$ cat src/rtl/memlcd_pkg.sv
package memlcd_pkg;

  typedef enum logic [1:0] {
    CMD_FRAME  = 2'd0,
    CMD_CLEAR  = 2'd1,
    CMD_FREEZE = 2'd2,
    CMD_NONE   = 2'd3
  } cmd_e;

  typedef enum logic [2:0] {
    S_IDLE, S_SETUP, S_PREP, S_FETCH, S_SEND, S_HOLD, S_GAP
  } seq_st_e;

  typedef enum logic [2:0] {
    F_CMD, F_ADDR, F_DATA, F_TRAIL, F_PAD
  } fld_e;

  localparam logic [7:0] OP_FRAME  = 8'h80;
  localparam logic [7:0] OP_CLEAR  = 8'h20;
  localparam logic [7:0] OP_FREEZE = 8'h00;
  localparam logic [7:0] OP_FILL   = 8'h00;

  function automatic logic [7:0] bitrev8(input logic [7:0] v);
    logic [7:0] r;
    for (int k = 0; k < 8; k++) r[k] = v[7-k];
    return r;
  endfunction

endpackage

$ cat src/rtl/memlcd_shift.sv
module memlcd_shift #(
  parameter int CLK_DIV = 8,
  localparam int HALF  = CLK_DIV / 2,
  localparam int DIV_W = (CLK_DIV > 1) ? $clog2(CLK_DIV) : 1
) (
  input  logic       clk,
  input  logic       rst_n,
  input  logic       load,
  input  logic [7:0] din,
  output logic       sclk,
  output logic       si,
  output logic       done
);

  logic             act_q, act_d;
  logic [7:0]       sh_q, sh_d;
  logic [2:0]       bit_q, bit_d;
  logic [DIV_W-1:0] div_q, div_d;
  logic             last_div;

  assign last_div = (div_q == DIV_W'(CLK_DIV - 1));
  assign done     = act_q && last_div && (bit_q == 3'd0);
  assign sclk     = act_q && (div_q >= DIV_W'(HALF));
  assign si       = act_q && sh_q[7];

  always_comb begin
    act_d = act_q;
    sh_d  = sh_q;
    bit_d = bit_q;
    div_d = div_q;
    if (!act_q) begin
      if (load) begin
        act_d = 1'b1;
        sh_d  = din;
        bit_d = 3'd7;
        div_d = '0;
      end
    end else if (last_div) begin
      div_d = '0;
      if (bit_q == 3'd0) begin
        act_d = 1'b0;
      end else begin
        bit_d = bit_q - 3'd1;
        sh_d  = {sh_q[6:0], 1'b0};
      end
    end else begin
      div_d = div_q + DIV_W'(1);
    end
  end

  always_ff @(posedge clk or negedge rst_n) begin
    if (!rst_n) begin
      act_q <= 1'b0;
      sh_q  <= '0;
      bit_q <= '0;
      div_q <= '0;
    end else begin
      act_q <= act_d;
      sh_q  <= sh_d;
      bit_q <= bit_d;
      div_q <= div_d;
    end
  end

endmodule

$ cat src/rtl/memlcd_vcom.sv
module memlcd_vcom #(
  parameter int VCOM_PRE   = 250,
  parameter int VCOM_TICKS = 64000,
  localparam int PRE_W  = (VCOM_PRE > 1) ? $clog2(VCOM_PRE) : 1,
  localparam int TICK_W = (VCOM_TICKS > 1) ? $clog2(VCOM_TICKS) : 1
) (
  input  logic clk,
  input  logic rst_n,
  output logic vcom
);

  logic [PRE_W-1:0]  pre_q, pre_d;
  logic [TICK_W-1:0] tick_q, tick_d;
  logic              tick_en;

  assign tick_en = (pre_q == PRE_W'(VCOM_PRE - 1));
  assign vcom    = (tick_q == TICK_W'(VCOM_TICKS - 1));

  always_comb begin
    pre_d  = tick_en ? '0 : pre_q + PRE_W'(1);
    tick_d = vcom ? '0 : tick_q + TICK_W'(1);
  end

  always_ff @(posedge clk or negedge rst_n) begin
    if (!rst_n) begin
      pre_q  <= '0;
      tick_q <= '0;
    end else begin
      pre_q <= pre_d;
      if (tick_en) tick_q <= tick_d;
    end
  end

endmodule

$ cat src/rtl/memlcd_seq.sv
module memlcd_seq
  import memlcd_pkg::*;
#(
  parameter int LINES      = 168,
  parameter int LINE_BYTES = 18,
  parameter int SETUP_CYC  = 112,
  parameter int HOLD_CYC   = 112,
  parameter int GAP_CYC    = 64,
  localparam int ROW_W  = (LINES > 1) ? $clog2(LINES) : 1,
  localparam int BYTE_W = (LINE_BYTES > 1) ? $clog2(LINE_BYTES) : 1,
  localparam int WMAX   = (SETUP_CYC > HOLD_CYC) ?
                          ((SETUP_CYC > GAP_CYC) ? SETUP_CYC : GAP_CYC) :
                          ((HOLD_CYC > GAP_CYC) ? HOLD_CYC : GAP_CYC),
  localparam int WAIT_W = $clog2(WMAX + 1)
) (
  input  logic              clk,
  input  logic              rst_n,
  input  logic              cmd_valid,
  input  logic [1:0]        cmd_code,
  output logic              cmd_ready,
  output logic              busy,
  output logic              fb_rd_en,
  output logic [ROW_W-1:0]  fb_row,
  output logic [BYTE_W-1:0] fb_byte,
  input  logic [7:0]        fb_data,
  output logic              sh_load,
  output logic [7:0]        sh_din,
  input  logic              sh_done,
  output logic              cs
);

  seq_st_e           state_q, state_d;
  fld_e              fld_q, fld_d;
  cmd_e              kind_q, kind_d;
  logic [ROW_W-1:0]  row_q, row_d;
  logic [BYTE_W-1:0] byte_q, byte_d;
  logic [1:0]        pad_q, pad_d;
  logic [WAIT_W-1:0] wait_q, wait_d;
  logic              cs_q, cs_d;
  logic [7:0]        tx_byte;

  assign cmd_ready = (state_q == S_IDLE);
  assign busy      = (state_q != S_IDLE);
  assign fb_row    = row_q;
  assign fb_byte   = byte_q;
  assign cs        = cs_q;

  always_comb begin
    tx_byte = OP_FILL;
    case (fld_q)
      F_CMD: begin
        case (kind_q)
          CMD_FRAME: tx_byte = OP_FRAME;
          CMD_CLEAR: tx_byte = OP_CLEAR;
          default:   tx_byte = OP_FREEZE;
        endcase
      end
      F_ADDR:  tx_byte = bitrev8(8'(LINES) - 8'(row_q));
      default: tx_byte = OP_FILL;
    endcase
  end

  always_comb begin
    state_d  = state_q;
    fld_d    = fld_q;
    kind_d   = kind_q;
    row_d    = row_q;
    byte_d   = byte_q;
    pad_d    = pad_q;
    wait_d   = wait_q;
    sh_load  = 1'b0;
    sh_din   = tx_byte;
    fb_rd_en = 1'b0;
    case (state_q)
      S_IDLE: begin
        if (cmd_valid && (cmd_code != CMD_NONE)) begin
          kind_d  = cmd_e'(cmd_code);
          fld_d   = F_CMD;
          wait_d  = '0;
          state_d = S_SETUP;
        end
      end
      S_SETUP: begin
        if (wait_q == WAIT_W'(SETUP_CYC - 1)) state_d = S_PREP;
        else wait_d = wait_q + WAIT_W'(1);
      end
      S_PREP: begin
        if (fld_q == F_DATA) begin
          fb_rd_en = 1'b1;
          state_d  = S_FETCH;
        end else begin
          sh_load = 1'b1;
          state_d = S_SEND;
        end
      end
      S_FETCH: begin
        sh_load = 1'b1;
        sh_din  = fb_data;
        state_d = S_SEND;
      end
      S_SEND: begin
        if (sh_done) begin
          state_d = S_PREP;
          case (fld_q)
            F_CMD: begin
              if (kind_q == CMD_FRAME) begin
                fld_d = F_ADDR;
                row_d = '0;
              end else begin
                fld_d = F_PAD;
                pad_d = (kind_q == CMD_FREEZE) ? 2'd2 : 2'd1;
              end
            end
            F_ADDR: begin
              fld_d  = F_DATA;
              byte_d = BYTE_W'(LINE_BYTES - 1);
            end
            F_DATA: begin
              if (byte_q == '0) fld_d = F_TRAIL;
              else byte_d = byte_q - BYTE_W'(1);
            end
            F_TRAIL: begin
              if (row_q == ROW_W'(LINES - 1)) begin
                fld_d = F_PAD;
                pad_d = 2'd1;
              end else begin
                row_d = row_q + ROW_W'(1);
                fld_d = F_ADDR;
              end
            end
            default: begin
              if (pad_q == 2'd1) begin
                state_d = S_HOLD;
                wait_d  = '0;
              end else begin
                pad_d = pad_q - 2'd1;
              end
            end
          endcase
        end
      end
      S_HOLD: begin
        if (wait_q == WAIT_W'(HOLD_CYC - 1)) begin
          state_d = S_GAP;
          wait_d  = '0;
        end else begin
          wait_d = wait_q + WAIT_W'(1);
        end
      end
      default: begin
        if (wait_q == WAIT_W'(GAP_CYC - 1)) state_d = S_IDLE;
        else wait_d = wait_q + WAIT_W'(1);
      end
    endcase
    cs_d = (state_d != S_IDLE) && (state_d != S_GAP);
  end

  always_ff @(posedge clk or negedge rst_n) begin
    if (!rst_n) begin
      state_q <= S_IDLE;
      fld_q   <= F_CMD;
      kind_q  <= CMD_NONE;
      row_q   <= '0;
      byte_q  <= '0;
      pad_q   <= '0;
      wait_q  <= '0;
      cs_q    <= 1'b0;
    end else begin
      state_q <= state_d;
      fld_q   <= fld_d;
      kind_q  <= kind_d;
      row_q   <= row_d;
      byte_q  <= byte_d;
      pad_q   <= pad_d;
      wait_q  <= wait_d;
      cs_q    <= cs_d;
    end
  end

endmodule

$ cat src/rtl/memlcd_ctrl.sv
module memlcd_ctrl #(
  parameter int LINES      = 168,
  parameter int LINE_BYTES = 18,
  parameter int CLK_DIV    = 8,
  parameter int SETUP_CYC  = 112,
  parameter int HOLD_CYC   = 112,
  parameter int GAP_CYC    = 64,
  parameter int VCOM_PRE   = 250,
  parameter int VCOM_TICKS = 64000,
  localparam int ROW_W  = (LINES > 1) ? $clog2(LINES) : 1,
  localparam int BYTE_W = (LINE_BYTES > 1) ? $clog2(LINE_BYTES) : 1
) (
  input  logic              clk,
  input  logic              rst_n,
  input  logic              cmd_valid,
  input  logic [1:0]        cmd_code,
  output logic              cmd_ready,
  output logic              busy,
  output logic              fb_rd_en,
  output logic [ROW_W-1:0]  fb_row,
  output logic [BYTE_W-1:0] fb_byte,
  input  logic [7:0]        fb_data,
  output logic              lcd_sclk,
  output logic              lcd_si,
  output logic              lcd_cs,
  output logic              lcd_vcom,
  output logic              lcd_en
);

  logic [1:0] rst_sync_q;
  logic       rst_int_n;
  logic       sh_load;
  logic [7:0] sh_din;
  logic       sh_done;
  logic       en_q;

  always_ff @(posedge clk or negedge rst_n) begin
    if (!rst_n) rst_sync_q <= 2'b00;
    else        rst_sync_q <= {rst_sync_q[0], 1'b1};
  end
  assign rst_int_n = rst_sync_q[1];

  always_ff @(posedge clk or negedge rst_int_n) begin
    if (!rst_int_n) en_q <= 1'b0;
    else            en_q <= 1'b1;
  end
  assign lcd_en = en_q;

  memlcd_seq #(
    .LINES(LINES), .LINE_BYTES(LINE_BYTES),
    .SETUP_CYC(SETUP_CYC), .HOLD_CYC(HOLD_CYC), .GAP_CYC(GAP_CYC)
  ) u_seq (
    .clk(clk), .rst_n(rst_int_n),
    .cmd_valid(cmd_valid), .cmd_code(cmd_code),
    .cmd_ready(cmd_ready), .busy(busy),
    .fb_rd_en(fb_rd_en), .fb_row(fb_row), .fb_byte(fb_byte), .fb_data(fb_data),
    .sh_load(sh_load), .sh_din(sh_din), .sh_done(sh_done),
    .cs(lcd_cs)
  );

  memlcd_shift #(.CLK_DIV(CLK_DIV)) u_shift (
    .clk(clk), .rst_n(rst_int_n),
    .load(sh_load), .din(sh_din),
    .sclk(lcd_sclk), .si(lcd_si), .done(sh_done)
  );

  memlcd_vcom #(.VCOM_PRE(VCOM_PRE), .VCOM_TICKS(VCOM_TICKS)) u_vcom (
    .clk(clk), .rst_n(rst_int_n), .vcom(lcd_vcom)
  );

endmodule

$ cat config.mk
export PLATFORM = sky130hd
export DESIGN_NAME = memlcd_ctrl
export DESIGN_NICKNAME = d
export VERILOG_FILES = /design/src/rtl/memlcd_pkg.sv /design/src/rtl/memlcd_shift.sv /design/src/rtl/memlcd_vcom.sv /design/src/rtl/memlcd_seq.sv /design/src/rtl/memlcd_ctrl.sv
export SDC_FILE = /design/constraint.sdc
export NUM_CORES = 1
export LEC_CHECK = 0
export ABC_AREA = 0
export BUFFER_PORTS_ARGS = -buffer_cell sky130_fd_sc_hd__buf_2
export CORE_MARGIN = 5
export CORE_UTILIZATION = 54
export CTS_CLUSTER_SIZE = 16
export DETAILED_ROUTE_END_ITERATION = 6
export PLACE_DENSITY_LB_ADDON = 0.25
export RECOVER_POWER = 50
export SLEW_MARGIN = 20
export SYNTH_ARGS = -nofsm -noshare
export SYNTH_HDL_FRONTEND = slang
export SYNTH_SLANG_ARGS = --single-unit
$ cat constraint.sdc
create_clock -name clk -period 2.2 [get_ports clk]
set_input_delay 0.11 -clock clk [delete_from_list [all_inputs] [get_ports clk]]
set_output_delay 0.11 -clock clk [all_outputs]
set_load 0.03 [all_outputs]
# [Word-level counts from Yosys, hierarchy flattened]
# Cells that the tools add are included.
[totals] register_bits=73 output_inout_bits=21 elab_cells=148 inputBits=13
[op_classes] eq_ne=35 magnitude_cmp=1 bitwise_logic=2 n_reduce_logical=27 add_sub_neg=9 mux=58
[op_table] operator="8-bit 2-to-1 mux" count=8
[op_table] operator="3-bit 2-to-1 mux" count=20
[op_table] operator="7-bit 2-to-1 mux" count=7
[op_table] operator="8-bit case mux with 2 select lines" count=3
[op_table] operator="7-bit case mux with 5 select lines" count=1
[op_table] operator="2-bit != test, second input constant" count=9
[op_table] operator="3-bit case mux with 6 select lines" count=1
[op_table] operator="16-bit by 1-bit adder with 16-bit output, second input constant" count=1
[op_table] operator="8-bit by 1-bit adder with 8-bit output, second input constant" count=2
[op_table] operator="16-bit equality test, second input constant" count=1
[op_table] operator="8-bit equality test, second input constant" count=2
[op_table] operator="16-bit 2-to-1 mux" count=1
[op_table] operator="3-bit by 2-bit equality test with 1-bit output, second input constant" count=4
[op_table] operator="3-bit case mux with 4 select lines" count=1
[op_table] operator="5-bit case mux with 2 select lines" count=1
[op_table] operator="5-bit AND reduction" count=2
[op_table] operator="3-bit equality test, second input constant" count=3
[op_table] operator="3-bit logical NOT" count=3
[op_table] operator="3-bit != test, second input constant" count=3
[op_table] operator="2-bit 2-to-1 mux" count=4
[op_table] operator="2-bit by 1-bit != test with 1-bit output, second input constant" count=4
[op_table] operator="2-bit nonzero test" count=4
[op_table] operator="8-bit subtractor, first input constant" count=1
[op_table] operator="7-bit by 1-bit adder with 7-bit output, second input constant" count=1
[op_table] operator="29 further kinds" count=45

# [Depth between registers and ports, before layout]
# Gate-level depths: netlist of run 1.
[depth] depth_word=7 mapped_depth=8 mapped_depth_nobuf=7

# [By module]
# From an unflattened synthesis of run 1, not the netlist that was laid out.
[hier_totals] cells_unflattened=441 area_unflattened_um2=4201.5
[modules_own_cells] module="memlcd_seq" area_each_um2=2083.2 n_inst=1 cells_each=246 seq_area_each_um2=778.2
[modules_own_cells] module="memlcd_vcom" area_each_um2=1227.4 n_inst=1 cells_each=126 seq_area_each_um2=600.6
[modules_own_cells] module="memlcd_shift" area_each_um2=812.0 n_inst=1 cells_each=65 seq_area_each_um2=375.4
[modules_own_cells] module="memlcd_ctrl" area_each_um2=78.8 n_inst=1 cells_each=4 seq_area_each_um2=75.1

# [Worst setup path after synthesis of run 1]
# OpenSTA, ideal clock, no wires.
[synth_path] path_type="flip-flop to flip-flop" startpoint="register u_seq.row_q[0], in the netlist u_seq.fb_row[0]" endpoint="register u_seq.pad_q[0]" required_ps=2075 setup_time_ps=125 stages_incl_launch_ff=7 setup_slack_ps=-74 t_arrival_ps=2150 synth_period_minus_slack_ps=2274 n_path_buf=0 path_cell_list="dfrtp_1 -> ha_1 -> and3_1 -> nand4_1 -> o21a_1 -> nor3_1 -> mux2_2"
[synth_between] elab_chain_cells=3
[synth_lines] item="start: declaration" line_no="memlcd_seq.sv:35" text="logic [ROW_W-1:0] row_q, row_d;"
[synth_lines] item="start signal: assignment" line_no="memlcd_seq.sv:172" text="row_q <= row_d;"
[synth_lines] item="8-bit equality test" line_no="memlcd_seq.sv:123" text="if (row_q == ROW_W'(LINES - 1)) begin"
[synth_lines] item="2-bit by 1-bit != test with 1-bit output (no source line)"
[synth_lines] item="6-bit AND reduction (no source line)"
[synth_lines] item="end signal: assignment" line_no="memlcd_seq.sv:174" text="pad_q <= pad_d;"
[synth_lines] item="end: declaration" line_no="memlcd_seq.sv:37" text="logic [1:0] pad_q, pad_d;"
# Every way passes these cells.
# A chain may end at the register's enable or synchronous reset.

# [Final worst setup path of run 1]
[layout_path] startpoint="register u_seq.fld_q[1]" endpoint="register u_seq.row_q[3], in the netlist u_seq.fb_row[3]"
[layout_between] elab_chain_cells=3 elab_cells_between_ends=7 classes_between="eq/ne: 3; mux: 1; reduce/logical: 3"
[layout_lines] item="start: declaration" line_no="memlcd_seq.sv:33" text="fld_e fld_q, fld_d;"
[layout_lines] item="start signal: assignment" line_no="memlcd_seq.sv:170" text="fld_q <= fld_d;"
[layout_lines] item="3-bit by 2-bit equality test with 1-bit output / 3-bit logical NOT (equally long branches)" line_no="memlcd_seq.sv:104" text="case (fld_q)"
[layout_lines] item="2-bit != test (no source line), or another cell as far along"
[layout_lines] item="5-bit AND reduction (no source line)"
# Parallel ways exist; a longest one is shown, timed or not.

==> reports/summary.md, run 1 <==
The flow ran to the end, and the final reports show no timing, DRC or antenna violations. Setup violations remaining at the end of the flow were counted as 0. At the pin with the least slew margin, the transition time is 747 ps. The data arrival time of the critical path came out at 2370 ps. The flop and latch count out of synthesis is 73, and the growth of design area from synthesis to finish is 15.8%. The largest area contributor in the synthesized netlist is sky130_fd_sc_hd__dfrtp_1. For the site row count, the log shows 32. For this run, the top clock speed supported by timing is 477 MHz. Clock edge transition at the registers on the reported setup and hold paths: 80 ps.

The worst reg2reg path depth is 5. The kind of end point of the critical path is a flip-flop. The critical path class is reg2reg.

The total routed wire length on the met1 layer is 4500 um. Dividing total power by cell area gives a power density of 503 nW/um2. The mapped netlist covers 4200 um2. Root buffer selected by CTS: sky130_fd_sc_hd__clkbuf_8.

The clock insertion delay at the later pin of the skew report was 360 ps. TritonCTS created 9 clock buffers. The antenna diode count was 0; the worst setup slack before clock tree synthesis was 61.2 ps.

Wire segments on met2 add up to 4270 um in the final route. The wire-length estimate of the detail-placed layout is 6770 um. The number of enable-type register cells in the synthesized netlist was 0; the starting utilization of the core area was 0.549. The number of hold violations in the final report is 0.

In this run the worst path has a maximum fanout of 7. The part of the cycle the worst path needs works out to 0.953. TritonCTS built the clock tree. The number of placed instances, taps included, is 614.

Summed over all nets, wire length on met3 after detailed routing comes to 371 um. The height of the die came out at 98.1 um. For the number of global-route vias before repair, the log shows 3630. Fill cells in the final layout number 656.

Synthesis instantiated 64 different standard cells from the library. Number of buffers between clock root and the deepest sink: 2. The routed layout has 3746 vias. Setup repair after global routing left no endpoint under its margin.

The run gives 0 ps as the setup TNS. In this run the standard cell core region covers 7650 um2. The clock net sink count is 73, and the count of H-tree levels built during CTS is 3. In this run the remaining antenna-violating nets after routing total 0. At the worst endpoint, the required time is 2470 ps.

The worst setup path is launched from a flip-flop. The static leakage was 0.00216 uW. The congestion estimate from routability-driven global placement came to 0.869.

For the peak supply drop, the log shows 0.359 mV. The first detailed-routing pass took 4 iterations. The clock arrives with 13.8 ps of skew. The first global-routing pass estimated 16500 um of wire. In this run, the number of DRC markers left after iteration 0 of detailed routing was 170. The initial antenna violation count came out at 0.

The share of async-settable or async-resettable flops after synthesis is 1.00. Area fraction of the dominant cell type after synthesis: 0.424. Routed signal wires occupy layers up through met4. In this run the count of I/O pins placed on the die edge is 34.

Global routing usage summed across all routing layers: 0.205. Count of non-filler cells in the finished layout: 633. For the gate count of the mapped netlist, the log shows 469. Routed wire length: 9280 um. The utilization of the core after routing is 0.635. The sequential element share of the synthesized area was 0.436; the worst relative slew slack was 0.502.

The max-slew violation total from the final report was 0. After detailed routing, the number of vias per cell comes to 5.92. The number of nets in the finished design is 552, and the routed wirelength normalized by instance count is 14.7 um.

The type of the most critical hold path is in2async. After synthesis, the cell types taking the most area are sky130_fd_sc_hd__dfrtp_1 42%, sky130_fd_sc_hd__o21ai_0 5.0%, sky130_fd_sc_hd__nor2_1 4.1%. After detailed routing, the number of remaining DRC violations is 0. During synthesis, Yosys emitted a total of 0 warnings. The count of input and output buffers is 33, and the horizontal die dimension is 98.1 um.

Subtracting the final worst setup slack from the clock period gives 2100 ps. The floorplan step defined a die boundary enclosing 9630 um2. The mean cell area of the mapped netlist was 8.95 um2; the post-layout worst setup margin was 103 ps. Main flop type after synthesis: sky130_fd_sc_hd__dfrtp_1. For the number of maximum-capacitance constraint violations, the log shows 0. For this run the aggregate overflow at the end of global routing stands at 0. Entering global routing, the biggest net connects 30 pins.

The layout cell share with drive strength beyond 1 came out at 0.169.
-- stage by stage --
| step | hold WS, ps | cell area [um2] | power (uW) |
|---|---|---|---|
| 2_1_floorplan | -186 | 4200 | 1390 |
| 3_3_place_gp | -104 | 4630 | 1420 |
| 3_5_place_dp | -102 | 4630 | 1420 |
| 4_1_cts | 50.3 | 4850 | 2470 |
| 5_1_grt | 78.6 | 4860 | 2530 |
| 6_report | 55.9 | 4860 | 2440 |
-- synthesized netlist by cell type, types with 3 or more instances --
cell type and number:
sky130_fd_sc_hd__and2_1 5, sky130_fd_sc_hd__nor3b_1 4, sky130_fd_sc_hd__o22ai_1 3, sky130_fd_sc_hd__o31ai_1 19
sky130_fd_sc_hd__mux2_2 6, sky130_fd_sc_hd__a21o_1 3, sky130_fd_sc_hd__or3_1 7, sky130_fd_sc_hd__o21a_1 5
sky130_fd_sc_hd__ha_1 13, sky130_fd_sc_hd__nand2b_1 9, sky130_fd_sc_hd__xor2_1 5, sky130_fd_sc_hd__nand3_1 17
sky130_fd_sc_hd__nor2b_1 3, sky130_fd_sc_hd__nand4_1 7, sky130_fd_sc_hd__nor4_1 4, sky130_fd_sc_hd__nor3_1 9
sky130_fd_sc_hd__and4_1 4, sky130_fd_sc_hd__o221ai_1 3, sky130_fd_sc_hd__o41ai_1 3, sky130_fd_sc_hd__clkbuf_1 17
sky130_fd_sc_hd__a22o_1 3, sky130_fd_sc_hd__and3_1 5, sky130_fd_sc_hd__dfrtp_1 71, sky130_fd_sc_hd__mux2i_1 4
sky130_fd_sc_hd__o21ai_0 42, sky130_fd_sc_hd__o211ai_1 3, sky130_fd_sc_hd__xnor2_1 9, sky130_fd_sc_hd__o21ai_1 5
sky130_fd_sc_hd__a221oi_1 3, sky130_fd_sc_hd__nor2_1 46, sky130_fd_sc_hd__nand2_1 45, sky130_fd_sc_hd__inv_1 21
sky130_fd_sc_hd__a21oi_1 22, sky130_fd_sc_hd__a31oi_1 5
-- repair_timing --
| item | CTS | global route |
|---|---|---|
| setup endpoints to repair | 0 | 10 |
| hold endpoints to repair | 4 | 0 |
| buffers inserted | 0 | 0 |
| hold buffers | 3 | 0 |
| gates resized for setup | 0 | 6 |
-- layout by cell type (no fill, tap or decap), drive strengths merged, types with 4 or more instances in the layout --
cell type	instances
a21oi	22
a31oi	5
and2	5
and3	5
and4	4
buf	51
clkbuf	19
clkinv	4
dfrtp	71
ha	13
inv	22
mux2	6
mux2i	4
nand2	45
nand2b	10
nand3	17
nand4	7
nor2	46
nor3	9
nor3b	4
nor4	4
o21a	5
o21ai	48
o31ai	20
or3	7
xnor2	9
xor2	5
-- power breakdown --
| group | switching, uW | internal (uW) |
|---|---|---|
| Clock | 529 | 523 |
| Sequential | 6.80 | 1340 |
| Combinational | 27.6 | 13.2 |
-- per-layer routing --
metal / global-route usage / vias to the layer above
met4: 0.0630 / 0
met1: 0.286 / 1829
li1: - / 1819
met2: 0.323 / 85
met5: 0 / -
met3: 0.0421 / 13
-- worst max-delay path, stage by stage, from the launching register on --
cell	delay [ps]
sky130_fd_sc_hd__dfrtp_2	440
sky130_fd_sc_hd__or4_1	520
sky130_fd_sc_hd__a2111o_1	460
sky130_fd_sc_hd__or2_4	260
sky130_fd_sc_hd__nand2b_4	170
sky130_fd_sc_hd__o31ai_2	160
-- cell families after synthesis --
group | after synthesis | synth area share
mux | 10 | 0.0256
flops | 73 | 0.436
buf+inv | 40 | 0.0370
compound gates | 137 | 0.211
xor+xnor | 14 | 0.0292
fa+ha+maj | 13 | 0.0388
other cells | 1 | 0.000894
simple gates | 181 | 0.221
-- state kept, by name (all words and copies together) (netlist names) --
name / count
u_shift.act_q: 1
lcd_en: 1
u_shift.sh_q: 8
u_seq.pad_q: 2
rst_sync_q: 2
u_seq.fld_q: 3
u_seq.fb_byte: 5
u_shift.div_q: 3
u_seq.fb_row: 8
u_seq.wait_q: 7
u_seq.state_q: 3
u_vcom.tick_q: 16
u_vcom.pre_q: 8
u_seq.cs: 1
u_shift.bit_q: 3
u_seq.kind_q: 2
-- final timing paths --
path | start | end | slack (ps)
min in group clk | fb_data[3] | u_shift.sh_q[3] | 90
max in group asynchronous | rst_sync_q[1] | u_seq.fb_row[0] | 670
worst min register to register | rst_sync_q[1] | u_seq.fld_q[2] | 310
worst min-delay path | rst_n | rst_sync_q[1] | 60
worst max register to register | u_seq.fld_q[1] | u_seq.fb_row[3] | 100
worst max-delay path | u_seq.fld_q[1] | u_seq.fb_row[3] | 100
-- cell type report --
type	instances	area (um2)	share of cell area
clock inverter	7	70.1	0.0144
tap	102	128	0.0263
multi-input combinational	357	2240	0.460
sequential	73	1830	0.377
inverter	21	78.8	0.0162
clock buffer	9	124	0.0255
timing repair buffer	64	390	0.0804
Power figures use the tool's default switching activity.
==> run 2, diff against run 1 <==
--- a/config.mk
+++ b/config.mk
@@ -13,6 +13,8 @@
 export DETAILED_ROUTE_END_ITERATION = 6
 export PLACE_DENSITY_LB_ADDON = 0.25
 export RECOVER_POWER = 50
+export SETUP_SLACK_MARGIN = 0.5
+export SKIP_LAST_GASP = 1
 export SLEW_MARGIN = 20
 export SYNTH_ARGS = -nofsm -noshare
 export SYNTH_HDL_FRONTEND = slang
==> run 2 against run 1 <==
Net effect:
- via count grew 14%
- core utilization increased by 14 points
- critical endpoint is now u_seq.fb_row[6]
- die area did not move
- critical path depth unchanged
- power grew 8.3%
- critical path type unchanged
==> reports/summary.md, run 2 (synthesis gave the netlist of run 1 again) <==
The worst relative slew slack is 0.471 (was 0.502). The cell area power density is 449 nW/um2 (was 503 nW/um2), and the post-layout worst setup margin is 8.69 ps (was 103 ps). For the via total after detailed routing, the log shows 4287 (was 3746). The peak supply drop is 0.402 mV (was 0.359 mV). TritonCTS built the clock tree.

The tools report the kind of end point of the critical path as a flip-flop (unchanged). Setup repair after global routing could not meet its margin everywhere. The remaining routing DRC violations is 0 (unchanged). For the antenna diode count, the log shows 0 (unchanged). The tools report the setup TNS as 0 ps (unchanged). The critical path class is reg2reg (unchanged). The number of setup violations in the final report is 0 (unchanged), and the height of the die is 98.1 um (unchanged). The maximum single-stage delay on the critical path was 540 ps (was 520 ps); the count of H-tree levels built during CTS was 3 (unchanged).

The type of the most critical hold path was in2async (unchanged). The worst clock skew is 11.2 ps (was 13.8 ps). The routed wirelength normalized by instance count works out to 19.5 um (was 14.7 um). The run gives 456 MHz (was 477 MHz) as the top achievable clock speed. The starting utilization of the core area was 0.549 (unchanged). The clock insertion delay at the later pin of the skew report is 360 ps (about the same). The register with the most flip-flops was u_vcom.tick_q (unchanged). The clock net sink count is 73 (unchanged), and the number of nets with antenna violations after routing is 0 (unchanged).

The total clock buffers created by CTS is 9 (unchanged), and the number of maximum-capacitance constraint violations is 0 (unchanged). The routed wire length is 13400 um (was 9280 um). The count of input and output buffers came out at 33 (unchanged).

The logs give 0.869 (about the same) for the global placement routability congestion and 58 (was 30) for the pin count of the biggest net entering global routing. The tools report the number of buffers between clock root and the deepest sink as 2 (unchanged). The top-level port count is 34 (unchanged), and the critical-path maximum fanout is 3 (was 7). Category of cells accounting for the largest share of critical-path delay: simple AND/OR/NAND/NOR gates (unchanged). The horizontal die dimension came out at 98.1 um (unchanged). The post-detailed-route via-to-cell ratio works out to 6.26 (was 5.92).

Worst setup slack for register-to-register paths: 9 ps (was 100 ps). Type of origin of the critical path: a flip-flop (unchanged). Required time at the worst-slack endpoint: 2460 ps (was 2470 ps). Data arrival time of the critical path: 2460 ps (was 2370 ps).

The part of the cycle the worst path needs was 0.996 (was 0.953). Commonest cells after routing, fill and taps aside: 63 x sky130_fd_sc_hd__dfrtp_1, 62 x sky130_fd_sc_hd__buf_4, 37 x sky130_fd_sc_hd__nand2_1, 35 x sky130_fd_sc_hd__nor2_1, 24 x sky130_fd_sc_hd__o21ai_1 (was 69 x sky130_fd_sc_hd__dfrtp_1, 46 x sky130_fd_sc_hd__nor2_1, 45 x sky130_fd_sc_hd__nand2_1, 41 x sky130_fd_sc_hd__o21ai_0, 26 x sky130_fd_sc_hd__buf_4). The run gives 32 (unchanged) as the site row count. Critical-path cell with the highest stage delay: sky130_fd_sc_hd__or4_4 (was sky130_fd_sc_hd__or4_1). The static leakage is 0.00256 uW (was 0.00216 uW). The shortest period the worst path allows is 2190 ps (was 2100 ps), and the number of design-rule violations left by the first detailed-router iteration is 302 (was 170).

The tools report the die outline area as 9630 um2 (unchanged). The total iterations of the first detailed-routing run was 5 (was 4); the growth of design area from synthesis to finish was 40.5% (was 15.8%). Cell-by-cell trace of the critical path: or4_4, a2111o_1, or2_4, buf_4, o31ai_2 (was or4_1, a2111o_1, or2_4, nand2b_4, o31ai_2). The flip-flop count of the largest register, all copies and words added was 16 (unchanged).

The initial antenna violation count is 0 (unchanged), and the clock edge transition at the registers on the reported setup and hold paths is 90 ps (was 80 ps). The aggregate global routing overflow was 0 (unchanged). The max-slew violation total from the final report is 0 (unchanged).

The global routing usage summed across all routing layers came out at 0.234 (was 0.205). The run finished with clean final reports. The number of hold violations in the final report is 0 (unchanged), and the count of buffering cells on the critical path with inverters included is 1 (was 0).

The slew at the pin closest to its max-slew limit is 794 ps (was 747 ps), and the count of fill cells added during filler insertion is 470 (was 656). For the area of the core region, the log shows 7650 um2 (unchanged). The number of global-route vias before repair is 3936 (was 3630), and the number of nets in the finished design is 604 (was 552).

The worst setup slack before clock tree synthesis is 6.44 ps (was 61.2 ps). Root buffer selected by CTS: sky130_fd_sc_hd__clkbuf_8 (unchanged). Detailed placer's ending HPWL: 7020 um (was 6770 um). The wire length of the first global-routing pass came out at 18600 um (was 16500 um). The layout cell share with drive strength beyond 1 came out at 0.374 (was 0.169).

The most frequent standard cell in the layout excluding fill and tap cells is sky130_fd_sc_hd__dfrtp_1 (unchanged).
-- run 2: changes by cell type in the layout (fill, tap and decap cells not counted), moves of 7 or more --
cell	change
sky130_fd_sc_hd__o21ai_1	+19
sky130_fd_sc_hd__buf_6	+15
sky130_fd_sc_hd__buf_4	+36
sky130_fd_sc_hd__o21ai_0	-26
sky130_fd_sc_hd__nand2_1	-8
sky130_fd_sc_hd__nor2_1	-11
sky130_fd_sc_hd__o31ai_1	-9
sky130_fd_sc_hd__o31ai_2	+7
sky130_fd_sc_hd__nor2_4	+7
-- run 2: what timing repair did --
item | 4_1_cts | 5_1_grt
endpoints found under the setup margin | 50 | 58
gates cloned | 2 | 0
setup buffers | 29 | 30
hold endpoints to repair | 4 | 0
gates resized for setup | 62 | 80
pin swaps | 25 | 31
hold buffers | 3 | 0
-- run 2: worst reg2reg max path, stage by stage, from the launching register on --
cell	delay, ps
sky130_fd_sc_hd__dfrtp_1	450
sky130_fd_sc_hd__or4_4	550
sky130_fd_sc_hd__a2111o_1	440
sky130_fd_sc_hd__or2_4	280
sky130_fd_sc_hd__buf_4	160
sky130_fd_sc_hd__o31ai_2	220
-- run 2: power by group --
group | internal, uW | switching (uW) | total [uW]
clock network | 704 | 550 | 1250
registers | 1340 | 6.12 | 1350
logic | 13.1 | 30.5 | 43.6
total | 2060 | 587 | 2650
-- run 2: area by class of cell --
cell class              count  area, um2  share of cell area
multi-input cells         359       2760               0.468
flip-flops and latches     73       1840               0.312
repair buffers            114        861               0.146
clock buffers              12        155              0.0263
well taps                 102        128              0.0217
inverters                  21       78.8              0.0134
clock inverters             4       73.8              0.0125
-- run 2: per-layer routing --
layer  wire [um]  vias to the layer above  global-route usage
met5           0                        -                   0
met2        6750                      187               0.396
met1        5440                     2118               0.303
li1            -                     1941                   -
met3         733                       41              0.0486
met4         435                        0              0.0714
-- run 2: worst paths after layout --
check | depth (start not counted) | endpoint | from
max | 5 | u_seq.fb_row[6] | u_seq.fld_q[1]
min | 2 | rst_sync_q[0] | rst_n
max reg2reg | 5 | u_seq.fb_row[6] | u_seq.fld_q[1]
min reg2reg | 0 | u_seq.fb_byte[1] | rst_sync_q[1]
max in group asynchronous | 1 | u_seq.fb_row[2] | rst_sync_q[1]
min in group clk | 3 | u_shift.sh_q[4] | fb_data[4]
-- run 2: stage by stage --
stage / instance area (um2) / hold slack (ps) / utilization / total power, uW / std cells
2_1_floorplan: 4350 / -186 / - / 1390 / 470
3_3_place_gp: 4690 / -104 / 0.613 / 1420 / 605
3_5_place_dp: 4690 / -102 / 0.613 / 1420 / 605
4_1_cts: 5410 / 53.5 / 0.708 / 2640 / 655
5_1_grt: 5890 / 64.8 / 0.771 / 2730 / 685
6_report: 5890 / 62.9 / 0.771 / 2650 / 685
